$ cat src/rtl/remap_cmd_ctrl.sv
module remap_cmd_ctrl #(
  parameter int ADDR_W = 8,
  parameter int CNT_W = 4,
  parameter bit SUP_QI = 1'b1,
  parameter bit SUP_IR = 1'b1,
  parameter logic [ADDR_W-1:0] CMD_OFF = ADDR_W'('h18),
  parameter logic [ADDR_W-1:0] STS_OFF = ADDR_W'('h1C),
  parameter logic [ADDR_W-1:0] TAB_OFF = ADDR_W'('h20)
) (
  input  logic              clk,
  input  logic              rst_n,
  input  logic              wr_en,
  input  logic [ADDR_W-1:0] wr_addr,
  input  logic [31:0]       wr_data,
  input  logic [ADDR_W-1:0] rd_addr,
  output logic [31:0]       rd_data,
  input  logic              irq_valid,
  output logic              irq_ready,
  input  logic              irq_done,
  output logic              qi_on,
  output logic              remap_on,
  output logic              ptr_valid,
  output logic [31:0]       table_ptr
);
  localparam int QI_BIT = 26;
  localparam int IR_BIT = 25;
  localparam int TP_BIT = 24;
  localparam logic [CNT_W-1:0] CNT_MAX = '1;

  logic [31:0]      tab_addr;
  logic [2:0]       pend_cmd, hold_cmd;
  logic             pend_vld, hold_vld;
  logic [CNT_W-1:0] inflight;
  logic             qies, ires, irtps, set_d;

  wire cmd_wr = wr_en && (wr_addr == CMD_OFF);
  wire [2:0] wr_cmd = {wr_data[QI_BIT] & SUP_QI, wr_data[IR_BIT] & SUP_IR, wr_data[TP_BIT] & SUP_IR};
  wire need_drain = pend_vld && ((pend_cmd[1] != ires) || pend_cmd[0]);
  wire apply = pend_vld && (!need_drain || (inflight == '0));
  wire ptr_load = apply && pend_cmd[0];
  wire ire_off = apply && ires && !pend_cmd[1];

  assign irq_ready = !need_drain && (inflight != CNT_MAX);
  wire acc = irq_valid && irq_ready;
  wire dec = irq_done && (inflight != '0);

  always_ff @(posedge clk or negedge rst_n) begin
    if (!rst_n) tab_addr <= '0;
    else if (wr_en && wr_addr == TAB_OFF) tab_addr <= wr_data;
  end

  always_ff @(posedge clk or negedge rst_n) begin
    if (!rst_n) inflight <= '0;
    else if (acc && !dec) inflight <= inflight + 1'b1;
    else if (dec && !acc) inflight <= inflight - 1'b1;
  end

  always_ff @(posedge clk or negedge rst_n) begin
    if (!rst_n) begin
      pend_vld <= 1'b0;
      hold_vld <= 1'b0;
      pend_cmd <= '0;
      hold_cmd <= '0;
    end else if (apply) begin
      if (hold_vld) begin
        pend_cmd <= hold_cmd;
        hold_vld <= cmd_wr;
        if (cmd_wr) hold_cmd <= wr_cmd;
      end else if (cmd_wr) begin
        pend_cmd <= wr_cmd;
      end else begin
        pend_vld <= 1'b0;
      end
    end else if (cmd_wr) begin
      if (pend_vld) begin
        hold_cmd <= wr_cmd;
        hold_vld <= 1'b1;
      end else begin
        pend_cmd <= wr_cmd;
        pend_vld <= 1'b1;
      end
    end
  end

  always_ff @(posedge clk or negedge rst_n) begin
    if (!rst_n) begin
      qies <= 1'b0;
      ires <= 1'b0;
      irtps <= 1'b0;
      set_d <= 1'b0;
      table_ptr <= '0;
    end else begin
      set_d <= ptr_load;
      if (apply) begin
        qies <= pend_cmd[2];
        ires <= pend_cmd[1];
      end
      if (ptr_load) table_ptr <= tab_addr;
      if (ire_off) irtps <= 1'b0;
      else if (set_d) irtps <= 1'b1;
    end
  end

  assign qi_on = qies;
  assign remap_on = ires;
  assign ptr_valid = irtps;

  always_comb begin
    rd_data = '0;
    if (rd_addr == STS_OFF) begin
      rd_data[QI_BIT] = qies;
      rd_data[IR_BIT] = ires;
      rd_data[TP_BIT] = irtps;
    end else if (rd_addr == TAB_OFF) begin
      rd_data = tab_addr;
    end
  end
endmodule


$ cat config.mk
export PLATFORM = sky130hd
export DESIGN_NAME = remap_cmd_ctrl
export DESIGN_NICKNAME = d
export VERILOG_FILES = /design/src/rtl/remap_cmd_ctrl.sv
export SDC_FILE = /design/constraint.sdc
export NUM_CORES = 1
export LEC_CHECK = 0
export ABC_AREA = 1
export BUFFER_PORTS_ARGS = -buffer_cell sky130_fd_sc_hd__buf_2
export CAP_MARGIN = 20
export CELL_PAD_IN_SITES_DETAIL_PLACEMENT = 0
export CELL_PAD_IN_SITES_GLOBAL_PLACEMENT = 1
export CORE_ASPECT_RATIO = 1.75
export CORE_MARGIN = 2
export CORE_UTILIZATION = 37
export DETAILED_ROUTE_END_ITERATION = 6
export PLACE_DENSITY = 0.82
export SYNTH_ARGS = -nofsm -noshare
export SYNTH_HDL_FRONTEND = slang
export SYNTH_SLANG_ARGS = --single-unit
$ cat constraint.sdc
create_clock -name clk -period 3.2 [get_ports clk]
set_clock_uncertainty 0.15 [all_clocks]
set_input_delay 0.64 -clock clk [delete_from_list [all_inputs] [get_ports clk]]
set_output_delay 0.64 -clock clk [all_outputs]
set_load 0.02 [all_outputs]
==> impl_metrics.toml, run 1 <==
[die]
die_x_um = 78.17
dieArea_um2 = 10460
fp-row-count = 47
die_h_um = 133.8
io_pins = 121
coreArea_um2 = 9409
initial_core_util = 0.3786

[timing]
finalMaxSlewViolations = 0
fin_tns_setup_ps = 0
hold_viol = 0
finalCritPeriodShare = 0.8622
period_needed_ps = 2759
setup_viol = 0
relSlewSlack = 0.4764
tightest_slew_ps = 785.5
hold_ws_ps = 325.5
grt_setup_unrepaired = "false"
fmax_mhz = 362.4

[cells_and_area]
syn2layout_area_growth_pct = 27.92
nets = 575
drive_above_1_share = 0.3270
fillCellCount = 937
post_layout_nonfiller_instances = 646
multiInputGateArea_um2 = 1271
seqCellArea_um2 = 2002

[routing]
wire_per_inst_um = 13.17
num_vias = 2958
drc = 0
drtAntennaViolNets = 0
drt-total-wl_um = 8506
dr.pass1.iters = 5
via_per_inst = 4.579
drt_iter0_drc = 176

[run]
drv_cap = 0

[clock_network]
htreeDepth = 3
clkSinkCount = 80
insertion_delay_ps = 330
root_buffer = "clkbuf_16"
clk_pin_slew_ps = 50
cts_tree = "yes"
cts_buffers = 9
post_cts.repair.setup_buffers = 0
clockBufferDepth = 2

[global_routing]
grt.overflow.total = 0
antenna_found_initial = 1
grt_start_max_net_pins = 81
grt_pass1_wl_um = 14000
track_usage = 0.1713
grt_pass1_vias = 2910

[critical_path]
reg2regPathDepth = 14
cp.arrival_ps = 1970
crit_path_start_kind = "input port"
path_max_fanout = 19
endpoint_kind = "primary output"
cp.required_ps = 2410
path_class = "input port to primary output"

[synthesis]
yosysWarnings = 0
synth-seq-cells = 80
seq_area_frac_synth = 0.5620
syn_nets = 454
synth_area_um2 = 3562
yosys-top-cells-area = "dfrtp_1 56%, nand2_1 8.0%, nor2_1 6.8%"
yosys.cell_types.count = 28
synth_area_per_cell_um2 = 8.973
synth.largest_area_cell = "dfrtp_1"
synth_top_area_frac = 0.5620
netlist_instances = 397

[min_path]
whs_path_depth = 2
hp-class = "register to register"

[pwr]
ir_worst_vdd_mv = 0.2929
p_per_area_nw_per_um2 = 507.2
p_leak_nw = 2.653

[outcome]
outcome = "complete, no violations"

[placement]
io_buffers = 120
gp_congestion = 0.8197
dp_hpwl_um = 6169
dp.cells = 627
[routing by layer]
layer	global-route usage	part of all wire	routed length, µm
met5	0	0	0
met1	0.2087	0.42	3573
met4	0.06335	0.016	133
met3	0.04240	0.052	441
met2	0.2921	0.51	4357
[what timing repair did]
action | 4_1_cts | 5_1_grt
hold buffers | 0 | 1
endpoints found under the hold margin | 0 | 7
resized for setup | 0 | 0
[stage by stage]
stage	power [mW]	setup WS, ps	instance area [µm²]	utilization
after global routing	2.443	237.8	4554	0.4840
after global placement	1.389	462.8	4243	0.4509
final	2.311	440.9	4557	0.4843
after floorplan	1.298	696.8	3562	-
after detailed placement	1.409	406.0	4243	0.4509
after CTS	2.342	404.7	4517	0.4801
[worst paths after layout]
kind | start | to | slack [ps]
min reg2reg | table_ptr[0] | table_ptr[0] | 330
min | table_ptr[0] | table_ptr[0] | 330
min in group asynchronous | rst_n | tab_addr[7] | 520
max in group asynchronous | rst_n | table_ptr[24] | 1800
max | rd_addr[7] | rd_data[24] | 440
max reg2reg | remap_on | inflight[3] | 710
[power breakdown]
| group | switching (mW) | internal, mW | total (mW) |
|---|---|---|---|
| Combinational | 0.160 | 0.125 | 0.285 |
| Clock | 0.383 | 0.540 | 0.923 |
| Sequential | 0.0407 | 1.06 | 1.10 |
[sequential cells by signal (all words and copies together) (netlist names)]
name       count
ptr_valid      1
table_ptr     32
hold_cmd       3
qi_on          1
pend_cmd       3
remap_on       1
hold_vld       1
set_d          1
pend_vld       1
tab_addr      32
inflight       4
[cell type report]
cell class / instances / share of cell area
well taps: 122 / 0.03350
inverters: 49 / 0.04036
clock inverters: 6 / 0.007688
multi-input cells: 252 / 0.2790
flip-flops and latches: 80 / 0.4393
diodes: 1 / 0.0005491
repair buffers: 126 / 0.1472
clock buffers: 10 / 0.05244
[critical path: stages]
cell	delay (ps)
buf_2	100
nor4_2	470
nand2_1	130
buf_4	220
o21ai_0	190
buf_2	200
[logic make-up after synthesis]
kind of cell               share of synthesized area
and+or+nand+nor                               0.1855
DFF                                           0.5620
AOI/OAI and AO/OA                             0.1447
muxes                                       0.003161
adders and majority gates                    0.01616
xor gates and xnor gates                    0.007378
buffers and inverters                        0.08114
[cells in the mapped netlist]
cell type and count:
dfrtp_1 80, nand2_1 76, nor2_1 65, inv_1 49, a21oi_1 31, o21ai_2 23
o21ai_0 15, nand3_1 11, clkbuf_1 10, o21ai_1 9, buf_6 6, ha_1 3
nand3_2 2, nand4_1 2, xnor2_1 2, a21boi_4 1, a31oi_1 1, fa_1 1
mux2_2 1, nand2_2 1, nor2_2 1, nor3_1 1, nor3b_1 1, nor4_1 1
nor4_2 1, o211ai_1 1, o22ai_1 1, xor2_1 1
[placed cells by master (no fill, tap or decap), types with 2 or more instances in the layout]
cell type / netlist / routed
a21oi_1: 31 / 31
buf_2: 0 / 119
buf_4: 0 / 5
clkbuf_16: 0 / 9
clkinv_2: 0 / 4
clkinvlp_4: 0 / 2
dfrtp_1: 80 / 80
ha_1: 3 / 3
inv_1: 49 / 49
nand2_1: 76 / 76
nand3_1: 11 / 11
nand3_2: 2 / 2
nand4_1: 2 / 2
nor2_1: 65 / 65
o21ai_0: 15 / 15
o21ai_1: 9 / 9
o21ai_2: 23 / 23
xnor2_1: 2 / 2
No activity file was read; power rests on OpenSTA's default activity.
==> inputs of run 2 (changes only) <==
CELL_PAD_IN_SITES_DETAIL_PLACEMENT = default   (was 0)
CELL_PAD_IN_SITES_GLOBAL_PLACEMENT = default   (was 1)
CORE_UTILIZATION = 45   (was 37)
GPL_TIMING_DRIVEN = 0   (was default)
PLACE_DENSITY = 0.75   (was 0.82)
==> run 2 against run 1 <==
Against the previous run:
- total power rose by 4.9%
- core utilization up 11 points
- count of clock-buffer cells in the layout is the same
- register-to-register slack improved by 30 ps
- worst setup slack worse by 40 ps
- largest cell class unchanged
- final area rose by 1.2%
- first-iteration DRC count up 2.3%
- combinational power about the same
- sequential share of layout area down 0.52 points
==> impl_metrics.toml, run 2 (synthesized netlist as in run 1, its figures left out) <==
[cells_and_area]
multiInputGateArea_um2 = 1271
nets = 586
antenna_cells = 0
stdcell_area_um2 = 4612
final_common_cell = "buf_2"
fillCellCount = 724
post_layout_nonfiller_instances = 624
final_cell_mix = "119 x buf_2, 80 x dfrtp_1, 76 x nand2_1"
seqCellArea_um2 = 2002
reg_top3 = "tab_addr (32), table_ptr (32), inflight (4)"
drive_above_1_share = 0.3240
syn2layout_area_growth_pct = 29.47

[critical_path]
cp.required_ps = 2410
r2r_start = "remap_on"
crit_path_end = "rd_data[8]"
r2r_end = "inflight[3]"
crit_start = "rd_addr[7]"
path_max_fanout = 10
r2r_slack_ps = 740
reg2regPathDepth = 14
crit_path_start_kind = "input port"
path_class = "input port to primary output"
endpoint_kind = "primary output"
cp.arrival_ps = 2010

[global_routing]
grt_start_max_net_pins = 65
antenna_found_initial = 1
grt_pass1_vias = 2955
grt_pass1_wl_um = 13810
track_usage = 0.2061
grt.overflow.total = 0

[clock_network]
clkSinkCount = 80
htreeDepth = 3
clk_pin_slew_ps = 60
root_buffer = "clkbuf_16"
cts_tree = "yes"
post_cts.repair.setup_buffers = 0
insertion_delay_ps = 340
post_cts_resized = 0
cts_hold_buf = 0
cts_buffers = 9
clockBufferDepth = 2

[die]
dieArea_um2 = 8672
fp-row-count = 43
io_pins = 121
coreArea_um2 = 7801
die_x_um = 71.26
initial_core_util = 0.4566
die_h_um = 121.7

[timing]
fmax_mhz = 357.2
grt_setup_unrepaired = "false"
hold_ws_ps = 15.37
relSlewSlack = 0.5319
setup_viol = 0
fin_tns_setup_ps = 0
finalMaxSlewViolations = 0
tightest_slew_ps = 700.0
hold_viol = 0
period_needed_ps = 2799
finalCritPeriodShare = 0.8748

[pwr]
ir_worst_vdd_mv = 0.2980
p_leak_nw = 2.690
p_per_area_nw_per_um2 = 525.9

[placement]
dp_hpwl_um = 6484
dp.cells = 608
gp_congestion = 0.8004
place_area_um2 = 4305
io_buffers = 120

[routing]
drtAntennaViolNets = 0
num_vias = 3122
dr.pass1.iters = 4
drt-total-wl_um = 8515
drc = 0
via_per_inst = 5.003
drt_iter0_drc = 180
wire_per_inst_um = 13.65

[run]
drv_cap = 0

[min_path]
hp-class = "input port to asynchronous set/reset pin"

[outcome]
outcome = "complete, no violations"
## run 2: worst min path at each step
stage | start | cells past startpoint | slack, ps | endpoint
after floorplan | rst_n | 0 | 190 | hold_cmd[0]
after global placement | table_ptr[23] | 2 | 310 | table_ptr[23]
after detailed placement | pend_cmd[2] | 2 | 310 | qi_on
after CTS | rst_n | 1 | 7 | table_ptr[7]
after global routing | rst_n | 1 | 10 | table_ptr[31]
final | rst_n | 1 | 20 | table_ptr[31]
## run 2: layer usage
layer / wire length, µm / track usage / vias to the layer above / part of all wire
met2: 4427 / 0.3461 / 92 / 0.52
li1: - / - / 1526 / -
met1: 3251 / 0.2380 / 1476 / 0.38
met4: 334 / 0.1120 / 2 / 0.039
met5: 13 / 0 / - / 0.0015
met3: 488 / 0.05128 / 26 / 0.057
## run 2: power by group
part,internal [mW],switching (mW),total [mW],leakage [nW]
logic,0.124,0.158,0.282,1.58
registers,1.06,0.0423,1.10,0.965
clock network,0.627,0.412,1.04,0.145
## run 2: final cells by class
class / instances / share of cell area
inverters: 49 / 0.03988
clock inverters: 6 / 0.01465
multi-input cells: 252 / 0.2756
flip-flops and latches: 80 / 0.4341
clock buffers: 10 / 0.05182
well taps: 90 / 0.02442
repair buffers: 121 / 0.1367
plain buffers: 16 / 0.02279
## run 2: stage by stage
| stage | power [mW] | worst slack [ps] | util |
|---|---|---|---|
| 6_report | 2.425 | 400.6 | 0.5912 |
| 3_3_place_gp | 1.384 | 389.1 | 0.5480 |
| 5_1_grt | 2.542 | 247.4 | 0.5912 |
| 2_1_floorplan | 1.298 | 696.8 | - |
| 3_5_place_dp | 1.413 | 383.3 | 0.5519 |
| 4_1_cts | 2.450 | 385.5 | 0.5912 |
## run 2: worst max-delay path, cell delays in order
cell	delay, ps
buf_2	100
nor4_2	400
nand2_1	190
clkbuf_1	290
nor2_1	190
buf_2	190
==> inputs of run 3 (changes only) <==
MAX_ROUTING_LAYER = met4   (was default)
clock period = 2.59 ns   (was 3.2 ns; I/O delays follow)
==> run 3 against run 2 <==
Against the previous run:
- worst setup slack got worse by 190 ps
- combinational power is 35% higher
- routed wire length up 0.56%
- first-iteration DRC count up 21%
- count of clock-buffer cells in the layout is the same
- global-route usage rose by 0.63 points
- clock power up 23%
- final cell count rose by 0.32%
- sequential share of layout area is 0.48 points lower
- core utilization rose by 0.66 points
==> impl_metrics.toml, run 3 (synthesized netlist as in run 1, its figures left out) <==
[outcome]
outcome = "complete, no violations"

[critical_path]
cp.required_ps = 1920
path_class = "input port to primary output"
cp.arrival_ps = 1710
crit_path_start_kind = "input port"
endpoint_kind = "primary output"
path_max_fanout = 10

[min_path]
hp-class = "input port to register"

[routing]
via_per_inst = 4.960
num_vias = 3105
drt-total-wl_um = 8563
drc = 0
wire_per_inst_um = 13.68
drt_iter0_drc = 217
drtAntennaViolNets = 0
dr.pass1.iters = 4

[timing]
finalMaxSlewViolations = 0
setup_viol = 0
tightest_slew_ps = 681.3
grt_setup_unrepaired = "false"
relSlewSlack = 0.5445
finalCritPeriodShare = 0.9199
hold_viol = 0
period_needed_ps = 2383
fin_tns_setup_ps = 0
fmax_mhz = 419.7

[cells_and_area]
reg_top3 = "tab_addr (32), table_ptr (32), inflight (4)"
final_cell_mix = "119 x buf_2, 80 x dfrtp_1, 76 x nand2_1"
drive_above_1_share = 0.3364
syn2layout_area_growth_pct = 30.91
nets = 587
final_common_cell = "buf_2"

[pwr]
ir_worst_vdd_mv = 0.3713
p_leak_nw = 2.709
p_per_area_nw_per_um2 = 650.7
p_total_mw = 3.034

[clock_network]
cts_buffers = 9
clkSinkCount = 80
htreeDepth = 3
post_cts.repair.setup_buffers = 0
cts_tree = "yes"
insertion_delay_ps = 340
root_buffer = "clkbuf_16"
clockBufferDepth = 2
clk_pin_slew_ps = 60

[die]
initial_core_util = 0.4566
io_pins = 121
die_h_um = 121.7
fp-row-count = 43
dieArea_um2 = 8672
die_x_um = 71.26
coreArea_um2 = 7801

[global_routing]
grt.overflow.total = 0
grt_pass1_wl_um = 13830
track_usage = 0.2124
grt_pass1_vias = 2948
grt_start_max_net_pins = 65
antenna_found_initial = 1

[placement]
io_buffers = 120
dp_hpwl_um = 6484
gp_congestion = 0.8120

[run]
drv_cap = 0
## run 3: final timing paths
kind,startpoint,to,slack [ps],depth (start not counted)
min in group asynchronous,rst_n,table_ptr[7],430,2
max in group asynchronous,rst_n,tab_addr[17],1280,3
worst max-delay path,rd_addr[7],rd_data[8],210,6
worst min register to register,pend_cmd[2],qi_on,320,2
worst min-delay path,wr_data[12],tab_addr[12],270,3
worst max register to register,remap_on,inflight[3],230,14
## run 3: area by class of cell
cell class / count / area [µm²]
multi-input combinational: 252 / 1306
clock inverter: 6 / 67.56
buffer: 16 / 108.9
tap: 90 / 112.6
timing repair buffer: 122 / 640.6
fill: 720 / 3138
clock buffer: 10 / 239.0
inverter: 49 / 183.9
antenna: 1 / 2.502
sequential: 80 / 2002
## run 3: per-stage QoR
step | util | hold slack (ps) | cell area [µm²] | cells | setup slack, ps
final | 0.5978 | 271.6 | 4663 | 626 | 207.5
after floorplan | - | 72.41 | 3562 | 397 | 208.4
after global routing | 0.5978 | 272.0 | 4663 | 626 | 30.80
after detailed placement | 0.5519 | 253.1 | 4305 | 608 | 17.32
after CTS | 0.5925 | 268.1 | 4622 | 625 | 19.52
after global placement | 0.5480 | 313.1 | 4275 | 607 | 23.12
## run 3: where the power goes
| part | total [mW] | switching, mW | leakage (nW) | internal [mW] |
|---|---|---|---|---|
| Clock | 1.28 | 0.509 | 0.145 | 0.775 |
| Combinational | 0.382 | 0.208 | 1.60 | 0.173 |
| Sequential | 1.37 | 0.0558 | 0.965 | 1.31 |
## run 3: repair_timing
item / in CTS / in global routing
endpoints found under the hold margin: 16 / 0
setup endpoints to repair: 0 / 31
resized for setup: 0 / 11
hold buffers: 1 / 0
## run 3: critical path, stage by stage
cell      delay [ps]
buf_2            110
nor4_4           330
nand2_1          170
clkbuf_2         240
nor2_1           160
buf_2            180
## run 3: per-layer routing
layer / vias to the layer above / global-route usage / wire (µm)
met5: - / - / 0
met4: 0 / 0.1120 / 329
met3: 25 / 0.04880 / 452
met2: 91 / 0.3466 / 4434
met1: 1460 / 0.2402 / 3347
li1: 1529 / - / -
